**config.mk**
```make
export PLATFORM = sky130hd
export DESIGN_NAME = tpose_pingpong
export DESIGN_NICKNAME = d
export VERILOG_FILES = /design/src/rtl/tpose_pkg.sv /design/src/rtl/tpose_seq_ctrl.sv /design/src/rtl/tpose_store.sv /design/src/rtl/tpose_pingpong.sv
export SDC_FILE = /design/constraint.sdc
export NUM_CORES = 2
export LEC_CHECK = 0
export BUFFER_PORTS_ARGS = -buffer_cell sky130_fd_sc_hd__buf_4
export CORE_MARGIN = 2
export CORE_UTILIZATION = 55
export CTS_CLUSTER_DIAMETER = 30
export CTS_CLUSTER_SIZE = 14
export DETAILED_ROUTE_END_ITERATION = 8
export PLACE_DENSITY_LB_ADDON = 0.05
export SETUP_SLACK_MARGIN = 0.4
export SLEW_MARGIN = 10
export SYNTH_ARGS = -nofsm -noshare
export SYNTH_HDL_FRONTEND = slang
export SYNTH_SLANG_ARGS = --single-unit
```
**constraint.sdc**
```tcl
create_clock -name clk -period 4.7 [get_ports clk]
set_input_delay 0.235 -clock clk [delete_from_list [all_inputs] [get_ports clk]]
set_output_delay 0.235 -clock clk [all_outputs]
set_load 0.01 [all_outputs]
```
**src/rtl/tpose_pkg.sv**
```systemverilog
package tpose_pkg;
  localparam int NBANK = 2;
  typedef logic bank_sel_t;
endpackage

```
**src/rtl/tpose_seq_ctrl.sv**
```systemverilog
module tpose_seq_ctrl #(
  parameter int DIM       = 8,
  parameter bit COL_MAJOR = 1'b0,
  localparam int NUM      = DIM * DIM,
  localparam int DW       = $clog2(DIM),
  localparam int CW       = $clog2(NUM)
) (
  input  logic                clk,
  input  logic                rst,
  input  logic                step,
  output tpose_pkg::bank_sel_t bank,
  output logic [CW-1:0]       addr,
  output logic                last
);
  logic [CW-1:0] cnt_q;
  tpose_pkg::bank_sel_t bank_q;

  assign last = step && (cnt_q == CW'(NUM - 1));
  assign bank = bank_q;

  always_ff @(posedge clk) begin
    if (rst) begin
      cnt_q  <= '0;
      bank_q <= 1'b0;
    end else if (step) begin
      cnt_q <= last ? '0 : cnt_q + 1'b1;
      if (last) bank_q <= ~bank_q;
    end
  end

  generate
    if (COL_MAJOR) begin : g_col
      // count low bits walk rows, high bits walk columns
      assign addr = {cnt_q[DW-1:0], cnt_q[CW-1:DW]};
    end else begin : g_row
      assign addr = cnt_q;
    end
  endgenerate

  assert_bank_flip_R5: assert property (@(posedge clk) disable iff (rst)
    last |=> (bank_q != $past(bank_q)));
endmodule

```
**src/rtl/tpose_store.sv**
```systemverilog
module tpose_store #(
  parameter int DATA_W = 16,
  parameter int DIM    = 8,
  localparam int NUM   = DIM * DIM,
  localparam int CW    = $clog2(NUM)
) (
  input  logic                     clk,
  input  logic                     we,
  input  tpose_pkg::bank_sel_t     wbank,
  input  logic [CW-1:0]            waddr,
  input  logic signed [DATA_W-1:0] wdata,
  input  tpose_pkg::bank_sel_t     rbank,
  input  logic [CW-1:0]            raddr,
  output logic signed [DATA_W-1:0] rdata
);
  logic signed [DATA_W-1:0] mem [tpose_pkg::NBANK][NUM];

  always_ff @(posedge clk) begin
    if (we) mem[wbank][waddr] <= wdata;
  end

  assign rdata = mem[rbank][raddr];
endmodule

```
**src/rtl/tpose_pingpong.sv**
```systemverilog
module tpose_pingpong #(
  parameter int DATA_W = 16,
  parameter int DIM    = 8,
  localparam int NUM   = DIM * DIM,
  localparam int CW    = $clog2(NUM)
) (
  input  logic                     clk,
  input  logic                     rst,
  input  logic                     wr_valid,
  output logic                     wr_ready,
  input  logic signed [DATA_W-1:0] wr_data,
  output logic                     rd_valid,
  input  logic                     rd_ready,
  output logic signed [DATA_W-1:0] rd_data,
  output logic [1:0]               bank_full
);
  logic wr_fire, rd_fire, wr_last, rd_last;
  tpose_pkg::bank_sel_t wr_bank, rd_bank;
  logic [CW-1:0] wr_addr, rd_addr;
  logic [tpose_pkg::NBANK-1:0] full_q;

  assign wr_ready  = !full_q[wr_bank];
  assign wr_fire   = wr_valid && wr_ready;
  assign rd_valid  = full_q[rd_bank];
  assign rd_fire   = rd_valid && rd_ready;
  assign bank_full = full_q;

  tpose_seq_ctrl #(.DIM(DIM), .COL_MAJOR(1'b0)) u_wr (
    .clk(clk), .rst(rst), .step(wr_fire),
    .bank(wr_bank), .addr(wr_addr), .last(wr_last));

  tpose_seq_ctrl #(.DIM(DIM), .COL_MAJOR(1'b1)) u_rd (
    .clk(clk), .rst(rst), .step(rd_fire),
    .bank(rd_bank), .addr(rd_addr), .last(rd_last));

  tpose_store #(.DATA_W(DATA_W), .DIM(DIM)) u_store (
    .clk(clk), .we(wr_fire), .wbank(wr_bank), .waddr(wr_addr), .wdata(wr_data),
    .rbank(rd_bank), .raddr(rd_addr), .rdata(rd_data));

  generate
    for (genvar b = 0; b < tpose_pkg::NBANK; b++) begin : g_flag
      always_ff @(posedge clk) begin
        if (rst) full_q[b] <= 1'b0;
        else if (wr_last && wr_bank == 1'(b)) full_q[b] <= 1'b1;
        else if (rd_last && rd_bank == 1'(b)) full_q[b] <= 1'b0;
      end

      assert_flag_set_R4: assert property (@(posedge clk) disable iff (rst)
        $rose(full_q[b]) |-> $past(wr_last && wr_bank == 1'(b)));
      assert_flag_clear_R4: assert property (@(posedge clk) disable iff (rst)
        $fell(full_q[b]) |-> $past(rd_last && rd_bank == 1'(b)));
    end
  endgenerate

  assert_split_banks_R8: assert property (@(posedge clk) disable iff (rst)
    (wr_fire && rd_fire) |-> (wr_bank != rd_bank));
  assert_fill_order_R7: assert property (@(posedge clk) disable iff (rst)
    (full_q == '0) |-> (wr_bank == rd_bank));
  assert_hold_data_R9: assert property (@(posedge clk) disable iff (rst)
    (rd_valid && !rd_ready) |=> $stable(rd_data));
endmodule

```
== Word level (Yosys, flattened, before mapping) ==
Memories as Yosys holds them, arrays and structs flattened. A register that Yosys moved wholly into a read port is not among the register bits.
Index checks and enable logic that the tools add are counted.

* Output and inout bits: 20
* RAM bits: 2,048
* Register bits: 16
* Word-level logic and storage cells: 53
* Memories kept: 1
* Input bits: 20

* Eq/ne operators: 2
* Reduce and logical (&&, ||, !) cells: 14
* Mux-type cells: 19
* Order comparisons: 5
* Add/subtract/negate cells: 2
* Bitwise operators: 4

{| class="wikitable"
|+ Memory list
! name !! words !! width !! read ports !! clocked after Yosys merged registers in !! write ports !! line !! text
|-
| u_store.mem || 2 || 1,024 || 1 || 1 || 1 || tpose_store.sv:16 || <nowiki>logic signed [DATA_W-1:0] mem [tpose_pkg::NBANK][NUM];</nowiki>
|}

{| class="wikitable"
|+ Operators with widths
! kind !! number
|-
| 2-to-1 mux 1024 bit || 1
|-
| binary-select mux 16 bit (select 6 bit) || 1
|-
| demux 16 bit (select 6 bit) || 1
|-
| 2-to-1 mux 16 bit || 3
|-
| >= comparator 7 bit (second input constant) || 2
|-
| inverter 6 -> 7 bit || 2
|-
| adder 6 x 1 -> 6 bit (second input constant) || 2
|-
| == test 6 bit (second input constant) || 2
|-
| 2-to-1 mux 6 bit || 2
|-
| 2-to-1 mux 1 bit || 11
|-
| logical AND 1 bit || 9
|-
| < comparator 7 x 1 -> 1 bit (second input constant) || 1
|-
| < comparator 1 x 2 -> 1 bit (second input constant) || 2
|-
| AND reduction 2 bit || 2
|-
| nonzero test 2 bit || 2
|-
| inverter 1 bit || 2
|-
| zero test 1 bit || 1
|}

== Depth between registers and ports, before layout ==
* Depth in word-level cells: 7
* Depth in mapped cells: 11
* Gate-level depth less buffers: 6

== Cells and area by module ==
From an unflattened synthesis, not the netlist that was laid out.

* Cells, all modules: 3,158
* Area total of the unflattened synthesis: 78,987.0 µm²

{| class="wikitable"
|+ By module, submodules not included
! module !! cells an instance !! times used !! area each (µm²)
|-
| tpose_store || 3,075 || 1 || 78,220.0
|-
| tpose_seq_ctrl || 35 || 2 || 320.3
|-
| tpose_pingpong || 13 || 1 || 126.4
|}

== Worst setup path before layout ==
Ideal clock, no wire load.

* Path kind: reg-to-reg
* Start: register u_wr.bank_q (netlist: u_wr.bank)
* End: memory u_store.mem[1][624] in the netlist's numbering (enable)
* Data arrival time: 2.496 ns
* Stages on the path, launching flop included: 6
* Period minus slack after synthesis: 2.906 ns
* Setup slack: 1.794 ns
* Path buffers: 0
* Path through: dfxtp_1 > mux2i_1 > nand2_1 > nor2_1 > nand2_1 > nor3_1

* Longest elaborated chain between the ends: 6

{| class="wikitable"
|+ RTL lines
! element !! line !! text
|-
| from (decl) || tpose_seq_ctrl.sv:16 || <nowiki>tpose_pkg::bank_sel_t bank_q;</nowiki>
|-
| from (signal assigned) || tpose_seq_ctrl.sv:27 || <nowiki>if (last) bank_q <= ~bank_q;</nowiki>
|-
| 2-to-1 mux 1 bit (not written as such) (2 in series) || tpose_pingpong.sv:22 || <nowiki>assign wr_ready = !full_q[wr_bank];</nowiki>
|-
| zero test 1 bit || tpose_pingpong.sv:22 ||
|-
| net wr_ready || tpose_pingpong.sv:10 || <nowiki>output logic wr_ready,</nowiki>
|-
| logical AND 1 bit || tpose_pingpong.sv:23 || <nowiki>assign wr_fire = wr_valid && wr_ready;</nowiki>
|-
| 2-to-1 mux 1 bit || tpose_store.sv:19 || <nowiki>if (we) mem[wbank][waddr] <= wdata;</nowiki>
|-
| 2-to-1 mux 1024 bit (not written as such) || tpose_store.sv:19 ||
|-
| to (decl) || tpose_store.sv:16 ||
|}

The timed path passes the listed nets, and every way through them passes these cells. The select of a mux whose other input is x is not followed.

== Final worst setup path ==
* Start: register u_rd.cnt_q[4]
* End: output rd_data[4]

* Longest elaborated chain between the ends: 4

{| class="wikitable"
|+ RTL lines
! element !! line !! text
|-
| from (decl) || tpose_seq_ctrl.sv:15 || <nowiki>logic [CW-1:0] cnt_q;</nowiki>
|-
| from (signal assigned) || tpose_seq_ctrl.sv:26 || <nowiki>cnt_q <= last ? '0 : cnt_q + 1'b1;</nowiki>
|-
| inverter 6 -> 7 bit (not written as such) || tpose_store.sv:22 || <nowiki>assign rdata = mem[rbank][raddr];</nowiki>
|-
| binary-select mux 16 bit (select 6 bit) || tpose_store.sv:22 ||
|-
| 2-to-1 mux 16 bit (not written as such) (2 in series) || tpose_store.sv:22 ||
|-
| to (decl) || tpose_pingpong.sv:14 || <nowiki>output logic signed [DATA_W-1:0] rd_data,</nowiki>
|}

Every way passes these cells. The select of a mux whose other input is x is not followed.

==> flow_summary.ini <==
[outcome]
outcome = completed

[synthesis]
synth_area_leaders = edfxtp_1, mux4_2, mux2i_1
avgSynthCellArea_um2 = 20.54
synth_edf_count = 2048
yosys_most_used_dff = edfxtp_1
ys_seq_elements = 2065
synth_area_um2 = 80210
ys_warn_count = 0
ys_seq_area_share_pct = 77.10
synth_nets = 3927
syn_inst = 3905
yosys.area.top_type = edfxtp_1
ys_async_sr_fraction_pct = 0
netlist-cell-type-count = 57
yosysTopAreaCellShare_pct = 76.68

[route]
drt-total-wl_um = 218900
vias = 42550
route.met2.wl_um = 101300
wl_met1_um = 89680
drtIter0Drc = 4946
dr.pass1.iters = 5
highest_layer = met5
wire_per_inst_um = 33.00
ant_nets = 0
routed_via_density = 6.415
met3_length_um = 20850
route.detailed.drc = 0

[floorplanning]
die_area_um2 = 148900
fp.dieW_um = 385.9
die_y_um = 385.9
rows = 140
initial_core_util_pct = 55.23
ios = 40
core_um2 = 145200

[pwr]
p_int_uw = 38720
p_leak_uw = 0.03131
seqPwrFrac_pct = 42.1
netSwitchingFraction_pct = 19.84
power_switching_uw = 9580
p_comb_share_pct = 1.1
power_density_nw_per_um2 = 494.2
clkPwrFrac_pct = 56.8
ir_worst_vdd_mv = 0.5084

[timing]
worst_pin_slew_ps = 1224
slew_violations = 0
worst_slew_margin_rel_pct = 18.38
rsz0062_at_grt = yes
period_needed_ps = 4323
setup_tns_ps = 0
setup_viol = 0
hold_viol = 0
period_share_pct = 91.97
worst_slack_ps = 377.2
fmax_mhz = 231.3
clock_skew_ps = 41.53

[final_layout]
drive_gt1_share_pct = 30.83
seqCellArea_um2 = 61860
syn2layout_area_growth_pct = 21.84
num-fill-cells = 9194
nNetsFinal = 4438
multi_input_area_um2 = 17220
antenna_cells = 0

[setup_path]
cp.required_ps = 4470
slowest_delay_ps = 630
cp_max_fo = 33
start_kind = register
path_cells = buf_8 -> mux4_2 -> a221oi_1 -> o21ai_1 -> o31ai_1 -> a22oi_1 -> buf_4
worst_setup_path_end_kind = primary output
critPathSlowestCell = dfxtp_4
path_class = reg -> out
worstPathArrival_ps = 4090

[cts]
clk_pin_slew_ps = 50
clkSinkCount = 2065
root_buffer = clkbuf_16
htreeDepth = 5
insertion_delay_ps = 920
clockBufferDepth = 4
cts_tree = done
cts_buffers = 383

[grt]
overflow = 0
grt_pass1_wl_um = 307200
grt_usage_pct = 29.44
grt_pass1_vias = 42720
grt_max_degree = 86
antenna_found_initial = 6

[placement]
dpl_worst_slack_ps = 485.3
dpl.hpwl_um = 127100
portBuffers = 39
gp_congestion = 0.8798

[job]
maxCapViolations = 0

[worst_hold_path]
min_path_type = in -> reg
-- timing repair --
item | CTS | global route
resized for setup | 59 | 32
endpoints found under the hold margin | 370 | 0
setup endpoints to repair | 16 | 14
hold buffers | 16 | 0
setup buffers | 22 | 3
cloned | 3 | 2
pin swaps | 3 | 6
-- state kept, by name, indices dropped and copies added, names as in the netlist, named ones only --
name,count
u_wr.addr,6
bank_full,2
u_rd.bank,1
u_rd.cnt_q,6
u_wr.bank,1
u_store.mem,2048
-- critical path, delay by kind of cell, from the launching register on --
kind                   cells  cell delay (ps)
buffers and inverters      2              590
DFF                        1              630
muxes                      1              370
AOI/OAI and AO/OA          4             1550
-- power by group through the flow --
stage	Sequential (uW)	Combinational (uW)	Clock [uW]
3_5_place_dp	20700	517	0
4_1_cts	20300	533	27700
5_1_grt	20300	561	28600
6_report	20300	532	27500
2_1_floorplan	20700	66.4	0
3_3_place_gp	20700	483	0
-- cells in the final DEF, fill, tap and decap left out, drive strengths merged, types with 6 or more instances in the layout --
| cell | n |
|---|---|
| nand2b | 6 |
| and2 | 6 |
| xnor2 | 6 |
| mux2i | 357 |
| edfxtp | 2048 |
| o221ai | 17 |
| clkinv | 134 |
| a221oi | 55 |
| bufinv | 58 |
| a31o | 6 |
| a31oi | 14 |
| nor2 | 150 |
| buf | 336 |
| mux2 | 49 |
| dlygate4sd3 | 16 |
| clkinvlp | 47 |
| a2111oi | 18 |
| a21oi | 100 |
| a211oi | 20 |
| clkbuf | 415 |
| nand2 | 143 |
| a221o | 12 |
| and3 | 14 |
| nor4 | 17 |
| dfxtp | 17 |
| a22oi | 58 |
| o22ai | 37 |
| nor3 | 18 |
| inv | 40 |
| nand3 | 14 |
| o21ai | 62 |
| nor2b | 26 |
| mux4 | 350 |
-- per-layer routing --
layer	GRT usage (%)	up-vias
met2	44.40	2335
met5	0	-
met4	10.48	4
met3	6.349	360
met1	42.95	22450
li1	-	17410
-- Yosys cell counts (16+ instances only) --
cell type / number
a2111oi_0: 16
a211oi_1: 20
a21oi_1: 100
a221oi_1: 55
a22oi_1: 58
buf_2: 52
buf_6: 37
clkbuf_1: 98
dfxtp_1: 17
edfxtp_1: 2048
mux2_2: 49
mux2i_1: 357
mux4_2: 349
nand2_1: 143
nor2_1: 149
nor2b_1: 25
nor3_1: 18
nor4_1: 17
o21ai_0: 59
o221ai_1: 17
o22ai_1: 37
-- cells by family (layout without fill, tap and decap cells) --
logic type	count (synthesis)	count (layout)	synth area share [%]
AOI/OAI and AO/OA	423	423	3.610
xor gates and xnor gates	9	9	0.09828
adders and majority gates	2	2	0.03119
buffers and inverters	238	1047	1.903
DFF	2065	2065	77.10
muxes	756	756	14.98
and+or+nand+nor	412	414	2.282
-- stage by stage --
step	hold WS [ps]	instances	instance area (um^2)	util, %	total power [uW]
final	48.88	6633	97730	67.30	48300
after global routing	51.05	6633	97730	67.30	49450
after CTS	35.28	6628	97530	67.16	48550
after detailed placement	502.6	5902	83800	57.71	21180
after global placement	488.8	5902	83800	57.71	21140
after floorplan	333.9	3905	80210	-	20720
-- final timing paths --
path | from | endpoint | slack, ps | cells past startpoint
min reg2reg | u_wr.addr[0]$_SDFFE_PP0N_ | u_wr.addr[0]$_SDFFE_PP0N_ | 510 | 2
max reg2reg | u_wr.bank$_SDFFE_PP0P_ | u_store.mem[1][118]$_DFFE_PP_ | 1350 | 5
min | wr_data[5] | u_store.mem[0][5]$_DFFE_PP_ | 50 | 1
max | u_rd.cnt_q[4]$_SDFFE_PP0P_ | rd_data[4] | 380 | 7
-- final cells by class --
class | count | share of cell area, %
Inverter | 7 | 0.03841
Sequential cell | 2065 | 63.30
Clock inverter | 272 | 3.258
Clock buffer | 413 | 10.07
Tap cell | 1917 | 2.454
Timing Repair Buffer | 355 | 3.253
Multi-Input combinational cell | 1604 | 17.62
Note: power is estimated with default switching activity, not from simulation.
